===== src/rtl/rfsh_sched_pkg.sv =====
// Package: rfsh_sched_pkg
// Shared helpers for the refresh scheduler. Cycle counts are derived from
// picosecond timing values by rounding up, so that no minimum is shortened.
package rfsh_sched_pkg;

    // Integer ceiling division, used on elaboration-time constants only.
    function automatic int unsigned ceil_div(input int unsigned num, input int unsigned den);
        return (num + den - 1) / den;
    endfunction

    // Counter width able to hold values 0 .. max_val, never below one bit.
    function automatic int unsigned cnt_width(input int unsigned max_val);
        return (max_val < 2) ? 1 : $clog2(max_val + 1);
    endfunction

endpackage


===== src/rtl/rfsh_interval_timer.sv =====
// Module: rfsh_interval_timer
// Free-running divider that gives a one-cycle tick every PERIOD_CYC clocks.
// Assumes: PERIOD_CYC >= 1. After reset release the first tick is high
// during the cycle that ends with the PERIOD_CYC-th rising edge.
module rfsh_interval_timer
    import rfsh_sched_pkg::*;
#(
    parameter int unsigned PERIOD_CYC = 1950
) (
    input  logic clk,
    input  logic rst_n,
    output logic tick
);

    localparam int unsigned CW = cnt_width(PERIOD_CYC - 1);
    localparam logic [CW-1:0] LAST = CW'(PERIOD_CYC - 1);

    logic [CW-1:0] cnt_q;

    // Tick while the count sits on its last value.
    assign tick = (cnt_q == LAST);

    // Count the clocks of one interval, then wrap to zero.
    always_ff @(posedge clk) begin
        if (!rst_n)
            cnt_q <= '0;
        else if (tick)
            cnt_q <= '0;
        else
            cnt_q <= cnt_q + 1'b1;
    end

    generate
        if (PERIOD_CYC > 1) begin : g_tick_chk
            // interval ends are isolated pulses, never back to back
            a_r2_tick_isolated: assert property (
                @(posedge clk) disable iff (!rst_n) tick |=> !tick
            );
        end
    endgenerate

endmodule


===== src/rtl/rfsh_holdoff.sv =====
// Module: rfsh_holdoff
// Spacing window after an accepted refresh or a self-refresh exit. A start
// pulse blocks for HOLD_CYC clocks, counting the start edge. A later start
// restarts the window.
// Assumes: HOLD_CYC >= 1. With HOLD_CYC == 1 the window never blocks.
module rfsh_holdoff
    import rfsh_sched_pkg::*;
#(
    parameter int unsigned HOLD_CYC = 12
) (
    input  logic clk,
    input  logic rst_n,
    input  logic start,
    output logic clear
);

    localparam int unsigned HW = cnt_width(HOLD_CYC - 1);
    localparam logic [HW-1:0] LOAD = HW'(HOLD_CYC - 1);

    logic [HW-1:0] left_q;

    // The window is open for grants once the remaining count is zero.
    assign clear = (left_q == '0);

    // Load on start, otherwise count down to zero and stay there.
    always_ff @(posedge clk) begin
        if (!rst_n)
            left_q <= '0;
        else if (start)
            left_q <= LOAD;
        else if (!clear)
            left_q <= left_q - 1'b1;
    end

    generate
        if (HOLD_CYC > 1) begin : g_hold_chk
            // any start leaves the window blocked in the next cycle
            a_r7_start_blocks: assert property (
                @(posedge clk) disable iff (!rst_n) start |=> !clear
            );
        end
    endgenerate

endmodule


===== src/rtl/rfsh_debt_ctr.sv =====
// Module: rfsh_debt_ctr
// Saturating count of owed refreshes with a sticky overflow flag.
// Assumes: take is only raised while the debt is nonzero (the top ensures this).
// An interval end and a take in the same cycle cancel out.
module rfsh_debt_ctr
    import rfsh_sched_pkg::*;
#(
    parameter int unsigned MAX_DEBT = 8,
    localparam int unsigned DW = cnt_width(MAX_DEBT)
) (
    input  logic          clk,
    input  logic          rst_n,
    input  logic          tick,
    input  logic          take,
    output logic [DW-1:0] debt,
    output logic          full,
    output logic          overflow
);

    localparam logic [DW-1:0] CEIL = DW'(MAX_DEBT);

    logic [DW-1:0] debt_q;
    logic          ovf_q;

    assign debt     = debt_q;
    assign full     = (debt_q == CEIL);
    assign overflow = ovf_q;

    // Add on an interval end, subtract on a take, and saturate at the ceiling.
    always_ff @(posedge clk) begin
        if (!rst_n)
            debt_q <= '0;
        else begin
            case ({tick, take})
                2'b10:   if (!full) debt_q <= debt_q + 1'b1;
                2'b01:   debt_q <= debt_q - 1'b1;
                default: debt_q <= debt_q;
            endcase
        end
    end

    // Latch an interval end that finds the debt already full.
    always_ff @(posedge clk) begin
        if (!rst_n)
            ovf_q <= 1'b0;
        else if (tick && full)
            ovf_q <= 1'b1;
    end

    // the debt never passes its ceiling
    a_r9_debt_bounded: assert property (
        @(posedge clk) disable iff (!rst_n) debt_q <= CEIL
    );

    // overflow, once set, stays set until reset
    a_r9_overflow_sticky: assert property (
        @(posedge clk) disable iff (!rst_n) ovf_q |=> ovf_q
    );

    // a take never arrives with nothing owed
    a_r6_no_underflow: assert property (
        @(posedge clk) disable iff (!rst_n) take |-> (debt_q != '0)
    );

    // the debt moves by at most one per clock
    a_r2_unit_step: assert property (
        @(posedge clk) disable iff (!rst_n)
        1'b1 |=> ((debt_q == $past(debt_q)) ||
                  (debt_q == $past(debt_q) + 1'b1) ||
                  (debt_q == $past(debt_q) - 1'b1))
    );

endmodule


===== src/rtl/rfsh_sched.sv =====
// Module: rfsh_sched (top)
// Auto-refresh scheduler. It counts owed refreshes, requests them while the
// arbiter is idle, forces them at the debt ceiling, and enforces the
// refresh spacing between accepted grants and after self-refresh exit.
// Assumes: ref_grant and sr_exit are one-cycle pulses. Precharging the banks
// and encoding the commands are done by the arbiter.
module rfsh_sched
    import rfsh_sched_pkg::*;
#(
    parameter int unsigned CLK_PS   = 8000,
    parameter int unsigned REFI_PS  = 15_600_000,
    parameter int unsigned RFC_PS   = 90_000,
    parameter int unsigned MAX_DEBT = 8,
    localparam int unsigned DEBT_W  = cnt_width(MAX_DEBT)
) (
    input  logic              clk,
    input  logic              rst_n,
    input  logic              arb_idle,
    input  logic              ref_grant,
    input  logic              sr_exit,
    output logic              ref_req,
    output logic              ref_urgent,
    output logic [DEBT_W-1:0] debt,
    output logic              overflow_err,
    output logic              proto_err
);

    localparam int unsigned REFI_CYC = ceil_div(REFI_PS, CLK_PS);
    localparam int unsigned RFC_CYC  = ceil_div(RFC_PS, CLK_PS);

    logic tick;
    logic hold_clear;
    logic full;
    logic take;
    logic owed;
    logic perr_q;

    rfsh_interval_timer #(.PERIOD_CYC(REFI_CYC)) u_timer (
        .clk   (clk),
        .rst_n (rst_n),
        .tick  (tick)
    );

    rfsh_holdoff #(.HOLD_CYC(RFC_CYC)) u_hold (
        .clk   (clk),
        .rst_n (rst_n),
        .start (take || sr_exit),
        .clear (hold_clear)
    );

    rfsh_debt_ctr #(.MAX_DEBT(MAX_DEBT)) u_debt (
        .clk      (clk),
        .rst_n    (rst_n),
        .tick     (tick),
        .take     (take),
        .debt     (debt),
        .full     (full),
        .overflow (overflow_err)
    );

    assign owed = (debt != '0);

    // Accept a grant only with debt owed, the window clear and no exit pulse.
    assign take = ref_grant && owed && hold_clear && !sr_exit;

    // Request when owed and spaced; at the ceiling ignore the arbiter's busy state.
    assign ref_req    = owed && hold_clear && (arb_idle || full);
    assign ref_urgent = full;
    assign proto_err  = perr_q;

    // Flag, one cycle later, every grant that was not accepted.
    always_ff @(posedge clk) begin
        if (!rst_n)
            perr_q <= 1'b0;
        else
            perr_q <= ref_grant && !take;
    end

    // an error pulse always follows a grant on the previous edge
    a_r5_error_has_grant: assert property (
        @(posedge clk) disable iff (!rst_n) proto_err |-> $past(ref_grant)
    );

    generate
        if (RFC_CYC > 1) begin : g_req_chk
            // after an accepted grant the request drops for the window
            a_r4_req_drops: assert property (
                @(posedge clk) disable iff (!rst_n) take |=> !ref_req
            );
        end
    endgenerate

endmodule


===== config.mk =====
export PLATFORM = sky130hd
export DESIGN_NAME = rfsh_sched
export DESIGN_NICKNAME = d
export VERILOG_FILES = /design/src/rtl/rfsh_sched_pkg.sv /design/src/rtl/rfsh_interval_timer.sv /design/src/rtl/rfsh_holdoff.sv /design/src/rtl/rfsh_debt_ctr.sv /design/src/rtl/rfsh_sched.sv
export SDC_FILE = /design/constraint.sdc
export NUM_CORES = 1
export LEC_CHECK = 0
export ABC_CLOCK_PERIOD_IN_PS = 2000
export BUFFER_PORTS_ARGS = -buffer_cell sky130_fd_sc_hd__buf_4
export CORE_MARGIN = 3
export CORE_UTILIZATION = 52
export CTS_BUF_LIST = sky130_fd_sc_hd__clkbuf_4
export DETAILED_ROUTE_END_ITERATION = 8
export PLACE_DENSITY = 0.76
export SLEW_MARGIN = 25
export SYNTH_ARGS = -nofsm -noshare
export SYNTH_HDL_FRONTEND = slang
export SYNTH_SLANG_ARGS = --single-unit

===== constraint.sdc =====
create_clock -name clk -period 2 [get_ports clk]
set_input_delay 0.4 -clock clk [delete_from_list [all_inputs] [get_ports clk]]
set_output_delay 0.4 -clock clk [all_outputs]
set_load 0.005 [all_outputs]

Word-level counts from Yosys, hierarchy flattened
Index checks and enable logic that the tools add are counted.
- flip-flop bits (word level): 21
- bits of input ports: 5
- output and inout bits: 8
- logic and storage cells: 38
- add/sub/neg operators: 4
- equality and inequality tests: 6
- muxes and demuxes: 4
- bitwise gates (word level): 1
- reductions and logical operators: 17
- operators with widths (cell ; number):
    4-bit 2-to-1 mux ; 3
    11-bit by 1-bit adder with 11-bit output (second input constant) ; 1
    11-bit equality test (second input constant) ; 1
    4-bit case mux with 2 select lines ; 1
    4-bit by 1-bit subtractor with 4-bit output (second input constant) ; 2
    1-bit logical AND ; 7
    4-bit by 1-bit adder with 4-bit output (second input constant) ; 1
    4-bit equality test (second input constant) ; 1
    4-bit zero test ; 1
    4-bit nonzero test ; 1
    2-bit OR reduction ; 2
    2-bit by 1-bit equality test with 1-bit output (second input constant) ; 1
    2-bit equality test (second input constant) ; 1
    1-bit zero test ; 2
    1-bit logical OR ; 2
    2-bit by 1-bit != test with 1-bit output (second input constant) ; 1
    2-bit != test (second input constant) ; 1
    2-bit AND reduction ; 1
    2-bit nonzero test ; 1
    1-bit NOT ; 1

Depth between registers and ports, before layout
Gate-level depths: netlist of the first run.
- depth in word-level cells: 7
- depth in mapped cells: 11
- gate-level depth less buffers: 10

Modules after synthesis
A second synthesis of the first run with hierarchy kept.
- cells, all modules: 117
- area total of the unflattened synthesis: 1103.6 um^2
- modules (own cells, without submodules) (module ; times used ; cells an instance ; area an instance (um^2) ; sequential area each (um^2)):
    rfsh_interval_timer ; 1 ; 57 ; 531.8 ; 220.2
    rfsh_debt_ctr ; 1 ; 34 ; 326.6 ; 100.1
    rfsh_holdoff ; 1 ; 18 ; 175.2 ; 80.1
    rfsh_sched ; 1 ; 8 ; 70.1 ; 20.0

Worst setup path after synthesis of the first run
Ideal clock, no wire load.
- path kind: register to register
- from: reg u_debt.debt_q[0] (netlist: u_debt.debt[0])
- to: reg u_debt.debt_q[2] (netlist: u_debt.debt[2])
- setup time: 0.123 ns
- data arrival time: 1.844 ns
- data required time: 1.877 ns
- path slack: 0.033 ns
- stages on the path, launching flop included: 9
- path buffers: 0
- period minus slack after synthesis: 1.967 ns
- path through: dfxtp_1 -> or4_4 -> nand4b_1 -> nor2_1 -> xor2_1 -> ha_1 -> nor4_1 -> a31oi_1 -> mux2i_1
- longest elaborated chain between the ends: 7
- elaborated cells on any way between the ends: 14
- those cells by class: add/sub: 2; eq/ne: 4; mux: 2; reduce/logical: 6
- ends and longest elaborated chain (item ; RTL line ; source):
    start, declared ; rfsh_debt_ctr.sv:22 ; logic [DW-1:0] debt_q;
    start signal, assigned ; rfsh_debt_ctr.sv:35 ; 2'b10: if (!full) debt_q <= debt_q + 1'b1;
    start signal, assigned ; rfsh_debt_ctr.sv:36 ; 2'b01: debt_q <= debt_q - 1'b1;
    start signal, assigned ; rfsh_debt_ctr.sv:37 ; default: debt_q <= debt_q;
    4-bit nonzero test ; rfsh_sched.sv:61 ; assign owed = (debt != '0);
    1-bit logical AND (3 in a row) ; rfsh_sched.sv:64 ; assign take = ref_grant && owed && hold_clear && !sr_exit;
    2-bit equality test / 2-bit by 1-bit equality test with 1-bit output (equally long branches) ; rfsh_debt_ctr.sv:34 ; case ({tick, take})
    2-bit != test (no source line) / 2-bit nonzero test (equally long branches) ; -- ;
    2-bit AND reduction (no source line) ; -- ;
Parallel ways exist; a longest one is shown, timed or not. The select of a mux whose other input is x is not followed.
A chain may end at the register's enable or synchronous reset.

Final worst setup path of the first run
Ends and elaborated chain as after synthesis.

==> results.md, run 1 <==
- Run status: finished clean
- Fillers: 145
- Most frequent standard cell in the layout excluding fill and tap cells: sky130_fd_sc_hd__buf_4
- Met3 Usage GRT: 5.74%
- All-layer global routing usage: 17.9%
- Slew margin rel.: 76.8%
- Antenna violations before repair: 0
- RSZ-0062 raised after global routing: no
- CTS tree: yes
- Met2 Usage GRT: 30.0%
- Worst stage delay on the critical path: 0.53 ns
- CTS max path bufs: 2
- Vias in the first global route: 856
- Pin count of the biggest net entering global routing: 12
- Power per unit of standard cell area: 579 mW/mm²
- Worst setup path class: flop to flop
- Reg2Reg Setup Slack: 0.09 ns
- Cell area after synthesis: 0.00101 mm²
- Num ports: 13
- Final weighted congestion in routability-driven placement: 0.736
- Clock sink count: 21
- Skew final: 0.00424 ns
- Site row count: 15
- Shortest period the worst path allows: 1.91 ns
- H-Tree Level Count: 1
- Cell at the root of the clock tree: sky130_fd_sc_hd__clkbuf_4
- Number of I/O port buffers: 12
- Peak Freq: 0.523 GHz
- Initial standard-cell utilization of the core: 56.6%
- Worst-margin pin slew: 0.346 ns
- VDD IR max: 0.000437 V
- Antenna Nets Post-Route: 0
- Post-synthesis area per instance: 8.92 µm²
- Count of final max-slew check failures: 0
- Number of hold buffers added after CTS: 0
- Layout cell share with drive strength beyond 1: 28.7%
- Final period util: 95.7%
- Busiest metal layer after global routing: met2
- Total number of vias: 830
- Cell-by-cell listing of the critical path: or4_4, nand4b_1, nor2_2, xor2_1, ha_2, nor4_2, a31oi_1, mux2i_1
- Utilization of the core after routing: 69.8%
- Worst-path fanout max: 2
- Setup TNS: 0 ns
- Finished Layout Cells: 161
- Residual overflow from global routing: 0
- Total of endpoints with negative setup slack in the final report: 0
- Final routed DRC violation total: 0
- Setup WS pre-CTS: 0.0525 ns
- Number of register bits inferred by synthesis: 21
- Xor/xnor cell area share of the yosys netlist: 9.55%
- Average vias per placed instance: 5.16
- Tightest Hold Check Type: input port to flop
- Die W: 50.0 µm
- Reported max-cap violation count: 0
- Area Overhead vs Synth: 23.3%
- Clock latency of the later-clocked register in the worst-skew pair: 0.30 ns
- Drt first-iter violations: 10
- Post-Route WL: 1970 µm
- Combinational family with the most area after synthesis: simple AND/OR/NAND/NOR gates
- Die Ht: 50.0 µm
- Startpoint class of the critical path: flop
- Number of buffers inserted during clock tree synthesis: 3
- Top library cells by usage in the layout, fill and taps aside: sky130_fd_sc_hd__buf_4, sky130_fd_sc_hd__dfxtp_1, sky130_fd_sc_hd__nor2_1
- Final Hold Viols: 0
- Clock-pin slew of the registers on the worst-case setup and hold paths: 0.11 ns
- Number of distinct library cells after synthesis: 32
- Number of nets in the final layout: 145
- Leakage power figure: 0.551 nW
- Mapped Cells: 113
- Half-perimeter wire length of the detailed placement result: 1490 µm
- Routed len/inst: 12.2 µm
- Post-synthesis adder-cell area fraction: 3.72%
- Wire length of the first global-routing pass: 3420 µm
- Post-Syn Nets: 121
- DR pass1 iterations: 4
- Data required time of the critical path: 2.20 ns
- Floorplan die area: 0.00250 mm²
- Cells resized by post-CTS repair: 0
- Postcts setup bufs: 0
- Simple-gate portion of the synthesized area: 30.0%
- Yosys warning total: 0
- Number of diodes: 0
- Capturing element type of the critical path: flop
- Area fraction in compound gates after synthesis: 8.68%
- Placed Cells: 157
- Placeable core region: 0.00178 mm²
- Multiplexer share of the synthesized area: 3.97%
- Global-route track usage on met1: 19.3%
- Slowest cell on the critical path: sky130_fd_sc_hd__or4_4
- Worst path setup slack after routing: 0.0864 ns
- Sequential-to-total area share from yosys stat: 41.7%
- Arrival time of data at the critical path endpoint: 2.11 ns
critical path: cells and delay by family (launching register included):
family,cells,cell delay (ns)
AO/OA/AOI/OAI,1,0.08
XOR/XNOR,1,0.15
adder cells (fa/ha/maj),1,0.18
flip-flops,1,0.33
multiplexers,1,0.13
AND/OR/NAND/NOR,4,0.94
synth_stat cells, drive strengths merged:
master	count	area [µm²]
nand2b	2	12.5
ha	3	37.5
nand2	9	33.8
inv	3	11.3
a21oi	4	20.0
and2	1	6.26
and3b	1	10.0
and4bb	1	12.5
or2	1	6.26
or4	1	11.3
a2bb2oi	1	15.0
and3	8	51.3
xnor2	5	43.8
nor2	17	63.8
o31ai	1	7.51
buf	1	5.00
xor2	6	52.6
dfxtp	21	420
nor2b	1	6.26
a21boi	1	7.51
o21ai	2	10.0
mux2i	4	40.0
nor4	2	27.5
a31oi	3	18.8
or3	1	7.51
nand4b	1	8.76
nor3	2	10.0
nand3	7	35.0
clkbuf	2	7.51
a311oi	1	8.76
state kept, by name, summed over array words and instances, names as in the netlist:
| name | flops |
|---|---|
| proto_err | 1 |
| u_timer.cnt_q | 11 |
| u_debt.overflow | 1 |
| u_hold.left_q | 4 |
| u_debt.debt | 4 |
layer usage:
layer | vias to the layer above | part of all wire [%] | wire length (µm)
li1 | 437 | - | -
met1 | 375 | 45 | 880
met2 | 14 | 50 | 974
met3 | 4 | 3.9 | 77
met4 | 0 | 1.7 | 34
met5 | - | 0 | 0
per-stage QoR:
stage | hold WS, ns | instance area [µm²] | total power, mW
4_1_cts | 0.271 | 1220 | 0.730
3_3_place_gp | 0.459 | 1190 | 0.514
5_1_grt | 0.275 | 1240 | 0.760
6_report | 0.281 | 1240 | 0.721
2_1_floorplan | 0.453 | 1010 | 0.489
3_5_place_dp | 0.477 | 1190 | 0.516
worst paths after layout:
| kind | cells after the start | end | startpoint |
|---|---|---|---|
| worst max register to register | 8 | u_debt.debt[2] | u_debt.debt[0] |
| worst min-delay path | 2 | u_hold.left_q[2] | sr_exit |
| worst min register to register | 2 | u_debt.overflow | u_debt.overflow |
| worst max-delay path | 8 | u_debt.debt[2] | u_debt.debt[0] |
kinds of logic (layout without fill, tap and decap cells):
logic type	Yosys count	in the layout
xor gates and xnor gates	11	11
DFF	21	21
muxes	4	4
and+or+nand+nor	55	55
AOI/OAI and AO/OA	13	13
adders and majority gates	3	3
buffers and inverters	6	29
report_power, final:
part / switching, mW / leakage, nW / internal [mW]
clock network: 0.122 / 0.0184 / 0.0913
registers: 0.0120 / 0.172 / 0.430
logic: 0.0313 / 0.361 / 0.0342
total: 0.165 / 0.551 / 0.555
final cells by class:
class                           instances  area [µm²]  area share (%)
Multi-Input combinational cell         86         584            47.0
Sequential cell                        21         422            33.9
Timing Repair Buffer                   22         165            13.3
Tap cell                               25        31.3            2.52
Clock buffer                            4        30.0            2.41
Inverter                                3        11.3           0.905
Note: power is estimated with default switching activity, not from simulation.
==> run 2, diff against run 1 <==
--- a/config.mk
+++ b/config.mk
@@ -11,7 +11,8 @@
 export CORE_UTILIZATION = 52
 export CTS_BUF_LIST = sky130_fd_sc_hd__clkbuf_4
 export DETAILED_ROUTE_END_ITERATION = 8
-export PLACE_DENSITY = 0.76
+export PLACE_DENSITY = 0.82
+export SKIP_LAST_GASP = 1
 export SLEW_MARGIN = 25
 export SYNTH_ARGS = -nofsm -noshare
 export SYNTH_HDL_FRONTEND = slang
==> run 2 against run 1 <==
Net effect: clock-buffer cell count shrank 1; maximum frequency shrank 3.9%; register-to-register slack lost 0.08 ns; via count grew 5.2%; first-iteration DRC count grew 10%; flip-flop and latch count is the same; cell count shrank 0.62%; cell area shrank 0.10%; sequential power is essentially flat; total power shrank 1.1%; critical path type unchanged; largest power group unchanged; highest routed layer unchanged.
==> results.md, run 2 (synthesis results as in run 1) <==
- Number of nets in the final layout: 144
- Top library cells by usage in the layout, fill and taps aside: sky130_fd_sc_hd__buf_4, sky130_fd_sc_hd__dfxtp_1, sky130_fd_sc_hd__nor2_1
- Num ports: 13
- Capturing element type of the critical path: flop
- Setup WS pre-CTS: -0.0227 ns
- Average vias per placed instance: 5.46
- Antenna Nets Post-Route: 0
- Skew final: 0.00723 ns
- Slew margin rel.: 75.6%
- CTS max path bufs: 2
- Worst-path fanout max: 2
- Pin count of the biggest net entering global routing: 13
- Floorplan die area: 0.00250 mm²
- Antenna violations before repair: 0
- Startpoint of the most critical setup path: u_debt.debt[0]
- Data required time of the critical path: 2.21 ns
- Die Ht: 50.0 µm
- Register share of total power: 62.1%
- Number of hold buffers added after CTS: 0
- Utilization of the core after routing: 69.7%
- Finished Layout Cells: 160
- Total of endpoints with negative setup slack in the final report: 0
- Worst path setup slack after routing: 0.00933 ns
- Die W: 50.0 µm
- Sw Ratio: 24.3%
- CTS tree: yes
- Area taken by multi-input logic gates: 592 µm²
- Launch point of the worst hold path: sr_exit
- Residual overflow from global routing: 0
- Reg2Reg Setup Slack: 0.009 ns
- Tightest Hold Check Type: input port to flop
- Worst reg2reg path startpoint: u_debt.debt[0]
- Internal power of the cells: 0.540 mW
- Net switching power of the design: 0.173 mW
- VDD IR max: 0.000558 V
- Clock-pin slew of the registers on the worst-case setup and hold paths: 0.12 ns
- Area Overhead vs Synth: 23.2%
- Power share of the clock group: 28.9%
- Number of buffers inserted during clock tree synthesis: 3
- Register area: 423 µm²
- Arrival time of data at the critical path endpoint: 2.20 ns
- Number of diodes: 0
- Half-perimeter wire length of the detailed placement result: 1540 µm
- All-layer global routing usage: 18.8%
- Clock latency of the later-clocked register in the worst-skew pair: 0.31 ns
- Worst-margin pin slew: 0.365 ns
- Fillers: 143
- Count of final max-slew check failures: 0
- Most frequent standard cell in the layout excluding fill and tap cells: sky130_fd_sc_hd__buf_4
- Startpoint class of the critical path: flop
- Leakage power figure: 0.545 nW
- Placeable core region: 0.00178 mm²
- Final weighted congestion in routability-driven placement: 0.856
- Power per unit of standard cell area: 573 mW/mm²
- Critical Path End: u_debt.debt[2]
- Cell at the root of the clock tree: sky130_fd_sc_hd__clkbuf_4
- Initial standard-cell utilization of the core: 56.6%
- H-Tree Level Count: 1
- RSZ-0062 raised after global routing: yes
- Shortest period the worst path allows: 1.99 ns
- Total number of vias: 873
- Placed Cells: 155
- DR pass1 iterations: 4
- Worst reg2reg path endpoint: u_debt.debt[2]
- Worst setup path class: flop to flop
- Final period util: 99.5%
- Routed len/inst: 12.8 µm
- Peak Freq: 0.502 GHz
- Number of I/O port buffers: 12
- Fin Hold WS: 0.269 ns
- Post-Route WL: 2050 µm
- Portion of total power attributed to combinational logic: 9.1%
- Drt first-iter violations: 11
- Final Hold Viols: 0
- Clock sink count: 21
- Vias in the first global route: 859
- Run status: finished clean
- Wire length of the first global-routing pass: 3530 µm
- Number of flip-flops in the largest register: 11
- Number of cells on the worst reg-to-reg path: 8
- Reported max-cap violation count: 0
- Site row count: 15
- Final routed DRC violation total: 0
- Layout cell share with drive strength beyond 1: 30.4%
- Largest register by flop count: u_timer.cnt_q
- Tot Pwr: 0.713 mW
## run 2: cell types whose count changed in the layout (fill, tap and decap cells not counted)
cell and delta:
sky130_fd_sc_hd__and3_1 -1, sky130_fd_sc_hd__and3_4 +1, sky130_fd_sc_hd__buf_4 -1, sky130_fd_sc_hd__clkbuf_4 -1, sky130_fd_sc_hd__clkinv_2 +1, sky130_fd_sc_hd__dfxtp_1 -1
sky130_fd_sc_hd__dfxtp_2 +1, sky130_fd_sc_hd__nand2_1 -1, sky130_fd_sc_hd__nand2_2 +1
## run 2: through the flow
step	setup TNS (ns)	area, µm²
6_report	0	1240
4_1_cts	-0.000957	1220
5_1_grt	-0.0531	1240
2_1_floorplan	0	1010
3_5_place_dp	-0.0227	1180
3_3_place_gp	0	1180
## run 2: worst min-delay path by stage
stage	cells past startpoint	to	slack (ns)
global route	2	u_hold.left_q[2]	0.25
floorplan	1	u_timer.cnt_q[0]	0.45
finish	2	u_hold.left_q[2]	0.27
global placement	2	u_debt.overflow	0.45
CTS	2	u_hold.left_q[2]	0.25
detailed placement	2	u_debt.overflow	0.49
## run 2: layout make-up
| cell class | instances | area share, % |
|---|---|---|
| clock inverter | 1 | 0.403 |
| inverter | 3 | 0.906 |
| timing repair buffer | 21 | 12.7 |
| tap | 25 | 2.52 |
| clock buffer | 3 | 1.81 |
| multi-input combinational | 86 | 47.6 |
| sequential | 21 | 34.0 |
## run 2: repair_timing
item	4_1_cts	5_1_grt
setup buffers	1	0
pin swaps	1	4
endpoints found under the setup margin	2	2
resized for setup	2	8
## run 2: power groups by stage
stage          Sequential (mW)  Combinational (mW)  Clock, mW
3_5_place_dp             0.451              0.0646          0
4_1_cts                  0.442              0.0647      0.220
6_report                 0.442              0.0648      0.206
5_1_grt                  0.444              0.0743      0.233
2_1_floorplan            0.452              0.0374          0
3_3_place_gp             0.451              0.0628          0
## run 2: critical path: stages (launching register included)
cell,delay [ns]
sky130_fd_sc_hd__dfxtp_2,0.34
sky130_fd_sc_hd__or4_4,0.52
sky130_fd_sc_hd__nand4b_1,0.16
sky130_fd_sc_hd__nor2_2,0.07
sky130_fd_sc_hd__xor2_1,0.16
sky130_fd_sc_hd__ha_2,0.20
sky130_fd_sc_hd__nor4_2,0.22
sky130_fd_sc_hd__a31oi_1,0.09
sky130_fd_sc_hd__mux2i_1,0.14
## run 2: per-layer routing
| metal | global-route usage, % | wire, µm | share of wire (%) |
|---|---|---|---|
| met1 | 19.5 | 857 | 42 |
| met2 | 34.3 | 1080 | 52 |
| met3 | 6.34 | 90 | 4.4 |
| met4 | 6.91 | 24 | 1.2 |
| met5 | 0 | 0 | 0 |
==> run 3, diff against run 2 <==
--- a/config.mk
+++ b/config.mk
@@ -7,11 +7,15 @@
 export LEC_CHECK = 0
 export ABC_CLOCK_PERIOD_IN_PS = 2000
 export BUFFER_PORTS_ARGS = -buffer_cell sky130_fd_sc_hd__buf_4
+export CAP_MARGIN = 20
+export CELL_PAD_IN_SITES_DETAIL_PLACEMENT = 0
+export CELL_PAD_IN_SITES_GLOBAL_PLACEMENT = 1
 export CORE_MARGIN = 3
-export CORE_UTILIZATION = 52
+export CORE_UTILIZATION = 40
 export CTS_BUF_LIST = sky130_fd_sc_hd__clkbuf_4
 export DETAILED_ROUTE_END_ITERATION = 8
 export PLACE_DENSITY = 0.82
+export SKIP_CTS_REPAIR_TIMING = 1
 export SKIP_LAST_GASP = 1
 export SLEW_MARGIN = 25
 export SYNTH_ARGS = -nofsm -noshare
==> run 3 against run 2 <==
Net effect: cell count grew 1.9%; clock-buffer cell count grew 1; cell area grew 0.20%; global-route usage shrank 5.4 points; wire length shrank 1.6%; combinational power is essentially flat; total power grew 1.3%; flip-flop and latch count is the same; worst setup slack gained 0.078 ns; non-clock buffer count is the same; sequential power is essentially flat; die area grew 26%; critical path type unchanged; critical endpoint unchanged.
==> results.md, run 3 (synthesis results as in run 1) <==
- Worst-path fanout max: 2
- Num ports: 13
- Clock sink count: 21
- Die W: 56.2 µm
- Worst setup path class: flop to flop
- Number of flip-flops in the largest register: 11
- Internal power of the cells: 0.557 mW
- DR pass1 iterations: 4
- Cell at the root of the clock tree: sky130_fd_sc_hd__clkbuf_4
- Most frequent standard cell in the layout excluding fill and tap cells: sky130_fd_sc_hd__buf_4
- Register share of total power: 61.4%
- Fin Hold WS: 0.293 ns
- Shortest period the worst path allows: 1.91 ns
- Largest register by flop count: u_timer.cnt_q
- Layout cell share with drive strength beyond 1: 30.4%
- CTS max path bufs: 2
- Setup WS pre-CTS: 0.0391 ns
- Final period util: 95.6%
- Initial standard-cell utilization of the core: 43.9%
- Fillers: 220
- Net switching power of the design: 0.165 mW
- Half-perimeter wire length of the detailed placement result: 1550 µm
- CTS tree: yes
- Number of diodes: 0
- Register area: 424 µm²
- Worst path setup slack after routing: 0.0877 ns
- Data required time of the critical path: 2.20 ns
- Sw Ratio: 22.9%
- Residual overflow from global routing: 0
- Top library cells by usage in the layout, fill and taps aside: sky130_fd_sc_hd__buf_4, sky130_fd_sc_hd__dfxtp_1, sky130_fd_sc_hd__nor2_1
- Die Ht: 56.2 µm
- Leakage power figure: 0.548 nW
- Slew margin rel.: 77.0%
- Arrival time of data at the critical path endpoint: 2.11 ns
- H-Tree Level Count: 1
- Wire length of the first global-routing pass: 3420 µm
- Antenna violations before repair: 0
- Power share of the clock group: 29.7%
- Drt first-iter violations: 12
- Worst-margin pin slew: 0.344 ns
- Routed len/inst: 12.4 µm
- Startpoint class of the critical path: flop
- Final Hold Viols: 0
- Count of final max-slew check failures: 0
- Post-Route WL: 2020 µm
- Placeable core region: 0.00230 mm²
- VDD IR max: 0.000366 V
- Power per unit of standard cell area: 580 mW/mm²
- Setup TNS: 0 ns
- Clock latency of the later-clocked register in the worst-skew pair: 0.30 ns
- Peak Freq: 0.523 GHz
- Portion of total power attributed to combinational logic: 9.0%
- Pin count of the biggest net entering global routing: 12
- Area taken by multi-input logic gates: 587 µm²
- Number of nets in the final layout: 144
- Number of I/O port buffers: 12
- Reported max-cap violation count: 0
- Final routed DRC violation total: 0
- Tightest Hold Check Type: input port to flop
- Total of endpoints with negative setup slack in the final report: 0
- Skew final: 0.00228 ns
- Floorplan die area: 0.00316 mm²
- Site row count: 17
- Placed cell areas: 0.00119 mm²
- Average vias per placed instance: 5.10
- Capturing element type of the critical path: flop
- Vias in the first global route: 778
- Run status: finished clean
- Antenna Nets Post-Route: 0
- Final instance area: 0.00124 mm²
- Tot Pwr: 0.722 mW
- Final weighted congestion in routability-driven placement: 0.761
- Number of buffers inserted during clock tree synthesis: 3
- Clock-pin slew of the registers on the worst-case setup and hold paths: 0.11 ns
- All-layer global routing usage: 13.4%
- Total number of vias: 831
- RSZ-0062 raised after global routing: yes
- Area Overhead vs Synth: 23.4%
## run 3: path summary, 6_finish.rpt
path,cells past startpoint,slack [ns],end,from
worst max register to register,8,0.09,u_debt.debt[2],u_debt.debt[0]
worst max-delay path,8,0.09,u_debt.debt[2],u_debt.debt[0]
worst min-delay path,2,0.29,u_hold.left_q[2],sr_exit
worst min register to register,2,0.48,u_debt.overflow,u_debt.overflow
## run 3: area by class of cell
| class | count | share of cell area [%] |
|---|---|---|
| repair buffers | 21 | 12.7 |
| clock buffers | 4 | 2.41 |
| flip-flops and latches | 21 | 34.1 |
| well taps | 28 | 2.81 |
| multi-input cells | 86 | 47.1 |
| inverters | 3 | 0.905 |
## run 3: critical path, stage by stage (launching register included)
cell	delay, ns
sky130_fd_sc_hd__dfxtp_2	0.34
sky130_fd_sc_hd__or4_4	0.52
sky130_fd_sc_hd__nand4b_1	0.15
sky130_fd_sc_hd__nor2_2	0.06
sky130_fd_sc_hd__xor2_1	0.14
sky130_fd_sc_hd__ha_2	0.19
sky130_fd_sc_hd__nor4_2	0.20
sky130_fd_sc_hd__a31oi_1	0.08
sky130_fd_sc_hd__mux2i_1	0.13
## run 3: power groups by stage
stage / logic (mW) / registers, mW / clock network, mW
floorplan: 0.0374 / 0.452 / 0
global placement: 0.0636 / 0.451 / 0
detailed placement: 0.0651 / 0.452 / 0
CTS: 0.0655 / 0.442 / 0.224
global route: 0.0727 / 0.445 / 0.239
finish: 0.0647 / 0.443 / 0.214
## run 3: metal layers
layer	vias to the layer above	GRT usage (%)	share of wire, %
li1	436	-	-
met1	381	16.7	46
met2	12	21.5	49
met3	2	3.94	4.2
met4	0	5.08	0.65
met5	-	0	0
## run 3: metrics by stage
stage,utilization [%],instances
3_3_place_gp,51.7,159
2_1_floorplan,-,113
4_1_cts,53.1,163
3_5_place_dp,51.7,159
5_1_grt,54.2,163
6_report,54.2,163
